===== config.mk =====
export PLATFORM = sky130hd
export DESIGN_NAME = dbg_var_unit
export DESIGN_NICKNAME = d
export VERILOG_FILES = /design/src/rtl/dvu_pkg.sv /design/src/rtl/dvu_sampler.sv /design/src/rtl/dvu_hist.sv /design/src/rtl/dvu_fifo.sv /design/src/rtl/dbg_var_unit.sv
export SDC_FILE = /design/constraint.sdc
export NUM_CORES = 1
export LEC_CHECK = 0
export BUFFER_PORTS_ARGS = -buffer_cell sky130_fd_sc_hd__buf_2
export CAP_MARGIN = 25
export CORE_ASPECT_RATIO = 0.75
export CORE_UTILIZATION = 25
export CTS_CLUSTER_DIAMETER = 30
export DETAILED_ROUTE_END_ITERATION = 16
export GPL_TIMING_DRIVEN = 0
export HOLD_SLACK_MARGIN = 0.02
export SYNTH_ARGS = -nofsm -noshare
export SYNTH_HDL_FRONTEND = slang
export SYNTH_SLANG_ARGS = --single-unit

===== constraint.sdc =====
create_clock -name clk -period 8.8 [get_ports clk]
set_input_delay 1.32 -clock clk [delete_from_list [all_inputs] [get_ports clk]]
set_output_delay 1.32 -clock clk [all_outputs]
set_load 0.005 [all_outputs]

===== src/rtl/dvu_pkg.sv =====
package dvu_pkg;
  typedef enum logic [1:0] {
    OP_RDCUR  = 2'b00,
    OP_WRITE  = 2'b01,
    OP_REWIND = 2'b10,
    OP_NOP    = 2'b11
  } host_op_e;
endpackage


===== src/rtl/dvu_sampler.sv =====
module dvu_sampler #(
  parameter int DIV_W = 8
) (
  input  logic             clk,
  input  logic             rst_n,
  input  logic             run_en,
  input  logic [DIV_W-1:0] cfg_every,
  output logic             fire
);
  logic [DIV_W-1:0] phase_q, phase_d;

  assign fire = run_en && (phase_q == '0);

  always_comb begin
    phase_d = phase_q;
    if (run_en) begin
      if (phase_q >= cfg_every) phase_d = '0;
      else                      phase_d = phase_q + 1'b1;
    end
  end

  always_ff @(posedge clk or negedge rst_n) begin
    if (!rst_n) phase_q <= '0;
    else        phase_q <= phase_d;
  end
endmodule


===== src/rtl/dvu_hist.sv =====
module dvu_hist #(
  parameter int DATA_W = 16,
  parameter int DEPTH  = 16,
  localparam int HA = $clog2(DEPTH)
) (
  input  logic              clk,
  input  logic              rst_n,
  input  logic              wr_en,
  input  logic [DATA_W-1:0] wr_data,
  input  logic [HA:0]       rd_off,
  output logic [DATA_W-1:0] rd_data,
  output logic              rd_err
);
  logic [DATA_W-1:0] mem [DEPTH];
  logic [HA-1:0]     wptr_q, wptr_d, rd_idx;
  logic [HA:0]       cnt_q, cnt_d;

  always_comb begin
    wptr_d = wptr_q;
    cnt_d  = cnt_q;
    if (wr_en) begin
      wptr_d = wptr_q + 1'b1;
      if (cnt_q != (HA+1)'(DEPTH)) cnt_d = cnt_q + 1'b1;
    end
  end

  always_ff @(posedge clk or negedge rst_n) begin
    if (!rst_n) begin
      wptr_q <= '0;
      cnt_q  <= '0;
    end else begin
      wptr_q <= wptr_d;
      cnt_q  <= cnt_d;
    end
  end

  always_ff @(posedge clk) begin
    if (wr_en) mem[wptr_q] <= wr_data;
  end

  assign rd_idx  = wptr_q - 1'b1 - rd_off[HA-1:0];
  assign rd_err  = (rd_off >= cnt_q);
  assign rd_data = mem[rd_idx];
endmodule


===== src/rtl/dvu_fifo.sv =====
module dvu_fifo #(
  parameter int DATA_W = 16,
  parameter int DEPTH  = 8,
  localparam int FA  = $clog2(DEPTH),
  localparam int FLW = $clog2(DEPTH+1)
) (
  input  logic              clk,
  input  logic              rst_n,
  input  logic              push,
  input  logic [DATA_W-1:0] push_data,
  input  logic              pop_ready,
  output logic              out_valid,
  output logic [DATA_W-1:0] out_data,
  output logic [FLW-1:0]    level_nxt
);
  logic [DATA_W-1:0] mem [DEPTH];
  logic [FA-1:0]     rp_q, wp_q, rp_d, wp_d;
  logic [FLW-1:0]    lvl_q;
  logic              do_push, do_pop;

  assign do_push   = push && (lvl_q < FLW'(DEPTH));
  assign do_pop    = pop_ready && (lvl_q != '0);
  assign out_valid = (lvl_q != '0);
  assign out_data  = mem[rp_q];

  always_comb begin
    rp_d      = do_pop  ? rp_q + 1'b1 : rp_q;
    wp_d      = do_push ? wp_q + 1'b1 : wp_q;
    level_nxt = lvl_q + FLW'(do_push) - FLW'(do_pop);
  end

  always_ff @(posedge clk or negedge rst_n) begin
    if (!rst_n) begin
      rp_q  <= '0;
      wp_q  <= '0;
      lvl_q <= '0;
    end else begin
      rp_q  <= rp_d;
      wp_q  <= wp_d;
      lvl_q <= level_nxt;
    end
  end

  always_ff @(posedge clk) begin
    if (do_push) mem[wp_q] <= push_data;
  end
endmodule


===== src/rtl/dbg_var_unit.sv =====
module dbg_var_unit
  import dvu_pkg::*;
#(
  parameter int DATA_W     = 16,
  parameter int HIST_DEPTH = 16,
  parameter int FIFO_DEPTH = 8,
  parameter int DIV_W      = 8,
  localparam int HA  = $clog2(HIST_DEPTH),
  localparam int FLW = $clog2(FIFO_DEPTH+1)
) (
  input  logic              clk,
  input  logic              rst_n,
  input  logic              run_en,
  input  logic [DATA_W-1:0] sig_in,
  output logic [DATA_W-1:0] sig_out,
  input  logic [DIV_W-1:0]  cfg_every,
  input  logic [FLW-1:0]    cfg_hwm,
  input  logic              host_valid,
  input  logic [1:0]        host_op,
  input  logic [HA:0]       host_addr,
  input  logic [DATA_W-1:0] host_wdata,
  output logic              host_rvalid,
  output logic [DATA_W-1:0] host_rdata,
  output logic              host_err,
  output logic              drain_valid,
  output logic [DATA_W-1:0] drain_data,
  input  logic              drain_ready,
  output logic              stall_req
);
  host_op_e          op;
  logic              is_wr, is_rd, is_rw, fire;
  logic              pend_q, pend_d;
  logic [DATA_W-1:0] ovr_q, ovr_d;
  logic              rv_d, err_d;
  logic [DATA_W-1:0] rdata_d, hist_data;
  logic              hist_err;
  logic [FLW-1:0]    lvl_nxt;
  logic              stall_d;

  assign op    = host_op_e'(host_op);
  assign is_wr = host_valid && (op == OP_WRITE);
  assign is_rd = host_valid && (op == OP_RDCUR);
  assign is_rw = host_valid && (op == OP_REWIND);

  assign sig_out = pend_q ? ovr_q : sig_in;

  dvu_sampler #(.DIV_W(DIV_W)) u_smp (
    .clk(clk), .rst_n(rst_n), .run_en(run_en),
    .cfg_every(cfg_every), .fire(fire)
  );

  dvu_hist #(.DATA_W(DATA_W), .DEPTH(HIST_DEPTH)) u_hist (
    .clk(clk), .rst_n(rst_n), .wr_en(fire), .wr_data(sig_out),
    .rd_off(host_addr), .rd_data(hist_data), .rd_err(hist_err)
  );

  dvu_fifo #(.DATA_W(DATA_W), .DEPTH(FIFO_DEPTH)) u_fifo (
    .clk(clk), .rst_n(rst_n), .push(fire), .push_data(sig_out),
    .pop_ready(drain_ready), .out_valid(drain_valid),
    .out_data(drain_data), .level_nxt(lvl_nxt)
  );

  always_comb begin
    pend_d = pend_q;
    ovr_d  = ovr_q;
    if (is_wr) begin
      pend_d = 1'b1;
      ovr_d  = host_wdata;
    end else if (run_en) begin
      pend_d = 1'b0;
    end
    rv_d    = is_rd || is_rw;
    err_d   = is_rw && hist_err;
    if (is_rd)         rdata_d = sig_out;
    else if (hist_err) rdata_d = '0;
    else               rdata_d = hist_data;
    stall_d = (lvl_nxt >= cfg_hwm);
  end

  always_ff @(posedge clk or negedge rst_n) begin
    if (!rst_n) begin
      pend_q      <= 1'b0;
      host_rvalid <= 1'b0;
      host_err    <= 1'b0;
      stall_req   <= 1'b0;
    end else begin
      pend_q      <= pend_d;
      host_rvalid <= rv_d;
      host_err    <= err_d;
      stall_req   <= stall_d;
    end
  end

  always_ff @(posedge clk or negedge rst_n) begin
    if (!rst_n) begin
      ovr_q      <= '0;
      host_rdata <= '0;
    end else begin
      if (is_wr) ovr_q      <= ovr_d;
      if (rv_d)  host_rdata <= rdata_d;
    end
  end
endmodule


==> results list <==
- Die Y-Extent: 235.3 um
- between 100 and 150 I/O pins were placed.
- Setup violations remaining at the end of the flow were counted as 0.
- Of the total synthesized cell area, the portion taken by AND, OR, NAND and NOR gates is 0.02987.
* CTS hold repair buffers: 0
* CTS Buffer Depth: 3
- The total overflow left after global routing is 0.
* Most used DFF post-synth: sky130_fd_sc_hd__edfxtp_1
- The congestion estimate from routability-driven global placement came to between 0.8 and 0.9.
- # clock sinks: ~450
- Final net count: between 1k and 1.5k
- The flow ran to the end, and the final reports show no timing, DRC or antenna violations.
- 0 antenna diodes ended up in the layout.
- Number of failing hold endpoints at the final stage: 0
* Yosys reg bits: about 450
- The first detailed-routing pass took 6 iterations.
- Reported leakage power: 7.923 nW
- The critical path in this run is classified as reg -> out.
- Placement Cell Area: 20,200 um2
* Worst slew slack as a fraction of its limit: 0.3301
- Highest Clock Rate: 234.9 MHz
- Number of rows created at floorplan: 85
* Number of global-route vias before repair: 10.13k
- Netlist area before placement: around 18,000 um2
- Max-cap viol count: 0
- Across the routed clock network, the largest skew measured is about 0.026 ns.
* Multiplexer fraction of the synthesized cell area: 0.1697
* Gate count after technology mapping: between 900 and 1k
- Biggest fanout along the worst timing path: 26
- Unrepaired setup endpoints after global routing: no
* Transition at the pin with the smallest max-transition slack: 1.005 ns
- The netlist uses 47 different library cells.
* Final max-slew violation count: 0
- After detailed routing, the average wire length per cell comes to ~21 um.
- Summed over all layers, the routed wires come to 45,110 um.
- The number of nets in the synthesized netlist is ~1.0k.
- After layout, the worst setup slack is between 4 and 5 ns.
* Count of flip-flops with a built-in enable after synthesis: about 380
* Worst hold path cell count: 1
- The first global-routing pass estimated roughly 67,000 um of wire.
- Register area: 13,110 um2
- Area of the multi-input gates: approximately 4800 um2
- After detailed routing, the number of vias per cell comes to between 4 and 5.
* Die width: 313.0 um
- Async set-reset flop share out of synthesis: 0.1409
- Share of the synthesized area in compound gates (AO/OA/AOI/OAI): 0.02462
* Starting density of the core: 0.2527
- Number of CTS-inserted buffers: between 70 and 80
- H-tree level count: 3
- In this run, post-CTS repair resized a total of 0 instances.
- Average footprint of a synthesized cell: between 15 and 20 um2
* Number of remaining DRC errors: 0
* Starting DRC count in detailed routing: between 800 and 900
- Worst EP arrival: about 2.9 ns
- Worst hold-check path type: reg -> reg
- TritonCTS built the clock tree.
- Remaining antenna violation count: 0
- The smallest clock period supported by the final layout is computed as about 4.3 ns.
- The finished cells cover about 23,000 um2.
* Source-to-sink clock delay at the later pin of the worst-skew pair: around 0.59 ns
- Post-placement setup slack: between 4 and 5 ns
* Synthesis-to-layout area growth: 25.33%
* Area of the core: 71,790 um2
- In this run the clock root is driven by a sky130_fd_sc_hd__clkbuf_16.
* Final critical-path share of the clock period: 0.4837
- In this run the tool buffered the top-level ports with about 110 buffer cells.
- Fraction of synthesized cell area in xor and xnor cells: 0.01014
- Via Count: about 9.6k
- Counting cells, the worst reg-to-reg path comes to 7.
* Total routing usage reported by global routing: 0.1242
- Proportion of layout cells with a drive suffix above 1: 0.3761
* Sum of negative setup slack: 0 ns
- The floorplan step defined a die boundary enclosing 73,650 um2.
- The number of antenna violations at the first check in global routing is 2.
* Pin count of the biggest net entering global routing: between 60 and 70
* Number of warning messages in the yosys log: 0
- Post-DP HPWL: 30,190 um
* FILL cells: about 6.9k
* Crit end category: primary output
* Post-synthesis share of cell area spent on full adders, half adders and majority gates: 0.02635
- For this run, the register share of the synthesized area comes to 0.7226.
* Max VDD drop: 0.0001397 V
- Data on the critical path is required at its endpoint by ~7.5 ns.
- In this run the post-CTS setup repair buffer count came out at 0.
- Clock-pin slew was measured on the worst setup and hold paths at roughly 0.060 ns.
- After synthesis, the largest family of logic cells by area is multiplexers.
* Category of the worst setup path launch point: flip-flop
- Cell Pwr Density: about 320 nW/um2
==> per-stage QoR <==
step | hold slack (ns) | cells | power, mW | util
global placement | 0.4818 | 1982 | 4.288 | 0.2768
CTS | 0.5007 | 2135 | 7.277 | 0.3167
detailed placement | 0.4877 | 2001 | 4.325 | 0.2814
floorplan | 0.4658 | 918 | 3.697 | -
global route | 0.5165 | 2135 | 7.503 | 0.3167
finish | 0.5002 | 2135 | 7.192 | 0.3167
==> area by class of cell <==
| cell class | count | share of cell area |
|---|---|---|
| clock buffers | 79 | 0.08134 |
| well taps | 957 | 0.05267 |
| inverters | 36 | 0.005944 |
| plain buffers | 39 | 0.007429 |
| repair buffers | 126 | 0.03627 |
| flip-flops and latches | 447 | 0.5765 |
| clock inverters | 55 | 0.03016 |
| multi-input cells | 396 | 0.2097 |
==> critical path, stage by stage, from the launching register on <==
cell	delay, ns
sky130_fd_sc_hd__dfrtp_1	0.32
sky130_fd_sc_hd__clkbuf_1	0.49
sky130_fd_sc_hd__buf_1	0.48
sky130_fd_sc_hd__mux2_2	0.75
sky130_fd_sc_hd__buf_2	0.26
==> sequential cells by signal (all words and copies together), names as in the netlist <==
signal         flops
u_hist.wptr_q      4
u_fifo.mem       128
ovr_q             16
stall_req          1
u_fifo.rp_q        3
pend_q             1
u_fifo.lvl_q       4
host_rvalid        1
host_rdata        16
u_hist.cnt_q       5
u_fifo.wp_q        3
host_err           1
u_hist.mem       256
u_smp.phase_q      8
==> per-layer routing <==
metal	global-route usage	wire, um
met1	0.1739	20450
met2	0.1919	20690
met3	0.02643	2886
met4	0.03902	1089
met5	0	0
==> final timing paths <==
check | end | slack [ns] | startpoint
setup reg to reg | host_rdata[8]$_DFFE_PN0P_ | 5.25 | u_hist.wptr_q[0]$_DFFE_PN0P_
setup / recovery | sig_out[9] | 4.54 | pend_q$_DFFE_PN0P_
min in group asynchronous | ovr_q[11]$_DFFE_PN0P_ | 0.87 | rst_n
hold reg to reg | ovr_q[2]$_DFFE_PN0P_ | 0.50 | ovr_q[2]$_DFFE_PN0P_
max in group asynchronous | u_hist.cnt_q[0]$_DFFE_PN0P_ | 7.33 | rst_n
hold / removal | ovr_q[2]$_DFFE_PN0P_ | 0.50 | ovr_q[2]$_DFFE_PN0P_
==> cell usage in the layout, fill, tap and decap left out, types with 23 or more instances in the layout <==
cell type	instances
sky130_fd_sc_hd__mux2_2	68
sky130_fd_sc_hd__ha_1	35
sky130_fd_sc_hd__clkbuf_1	25
sky130_fd_sc_hd__clkbuf_16	73
sky130_fd_sc_hd__inv_1	35
sky130_fd_sc_hd__dfrtp_1	63
sky130_fd_sc_hd__buf_2	121
sky130_fd_sc_hd__edfxtp_1	384
sky130_fd_sc_hd__nand3_1	23
sky130_fd_sc_hd__mux4_2	96
==> synth_stat cells, types with 2 or more instances <==
library cell,n,share of area
sky130_fd_sc_hd__ha_1,35,0.024
sky130_fd_sc_hd__nand4_1,5,0.0017
sky130_fd_sc_hd__nand2b_1,6,0.0021
sky130_fd_sc_hd__nand3_1,23,0.0063
sky130_fd_sc_hd__o21ai_0,8,0.0022
sky130_fd_sc_hd__xor2_1,6,0.0029
sky130_fd_sc_hd__fa_1,2,0.0022
sky130_fd_sc_hd__and2_1,12,0.0041
sky130_fd_sc_hd__a21oi_1,11,0.0030
sky130_fd_sc_hd__mux2i_1,15,0.0083
sky130_fd_sc_hd__inv_1,35,0.0072
sky130_fd_sc_hd__buf_1,4,0.00083
sky130_fd_sc_hd__o221ai_1,2,0.00097
sky130_fd_sc_hd__nor3_1,4,0.0011
sky130_fd_sc_hd__edfxtp_1,384,0.64
sky130_fd_sc_hd__o211ai_1,16,0.0066
sky130_fd_sc_hd__a22oi_1,16,0.0066
sky130_fd_sc_hd__nor4_1,3,0.0010
sky130_fd_sc_hd__xnor2_1,15,0.0072
sky130_fd_sc_hd__nor3b_1,2,0.00083
sky130_fd_sc_hd__nor2_1,9,0.0019
sky130_fd_sc_hd__nand2_1,15,0.0031
sky130_fd_sc_hd__mux2_2,68,0.042
sky130_fd_sc_hd__and3_1,6,0.0021
sky130_fd_sc_hd__a21o_1,5,0.0021
sky130_fd_sc_hd__buf_2,15,0.0041
sky130_fd_sc_hd__mux4_2,96,0.12
sky130_fd_sc_hd__dfrtp_1,63,0.087
sky130_fd_sc_hd__clkbuf_1,19,0.0039
==> report_power, final <==
part	leakage, nW	switching, mW	internal (mW)
logic	2.47	0.948	0.807
registers	4.24	0.0724	2.43
clock network	1.22	1.06	1.88
==> cell families after synthesis <==
group                      count (synthesis)
buffers and inverters                     75
DFF                                      447
xor gates and xnor gates                  21
AOI/OAI and AO/OA                         64
muxes                                    179
adders and majority gates                 37
and+or+nand+nor                           95
Note: power is estimated with default switching activity, not from simulation.
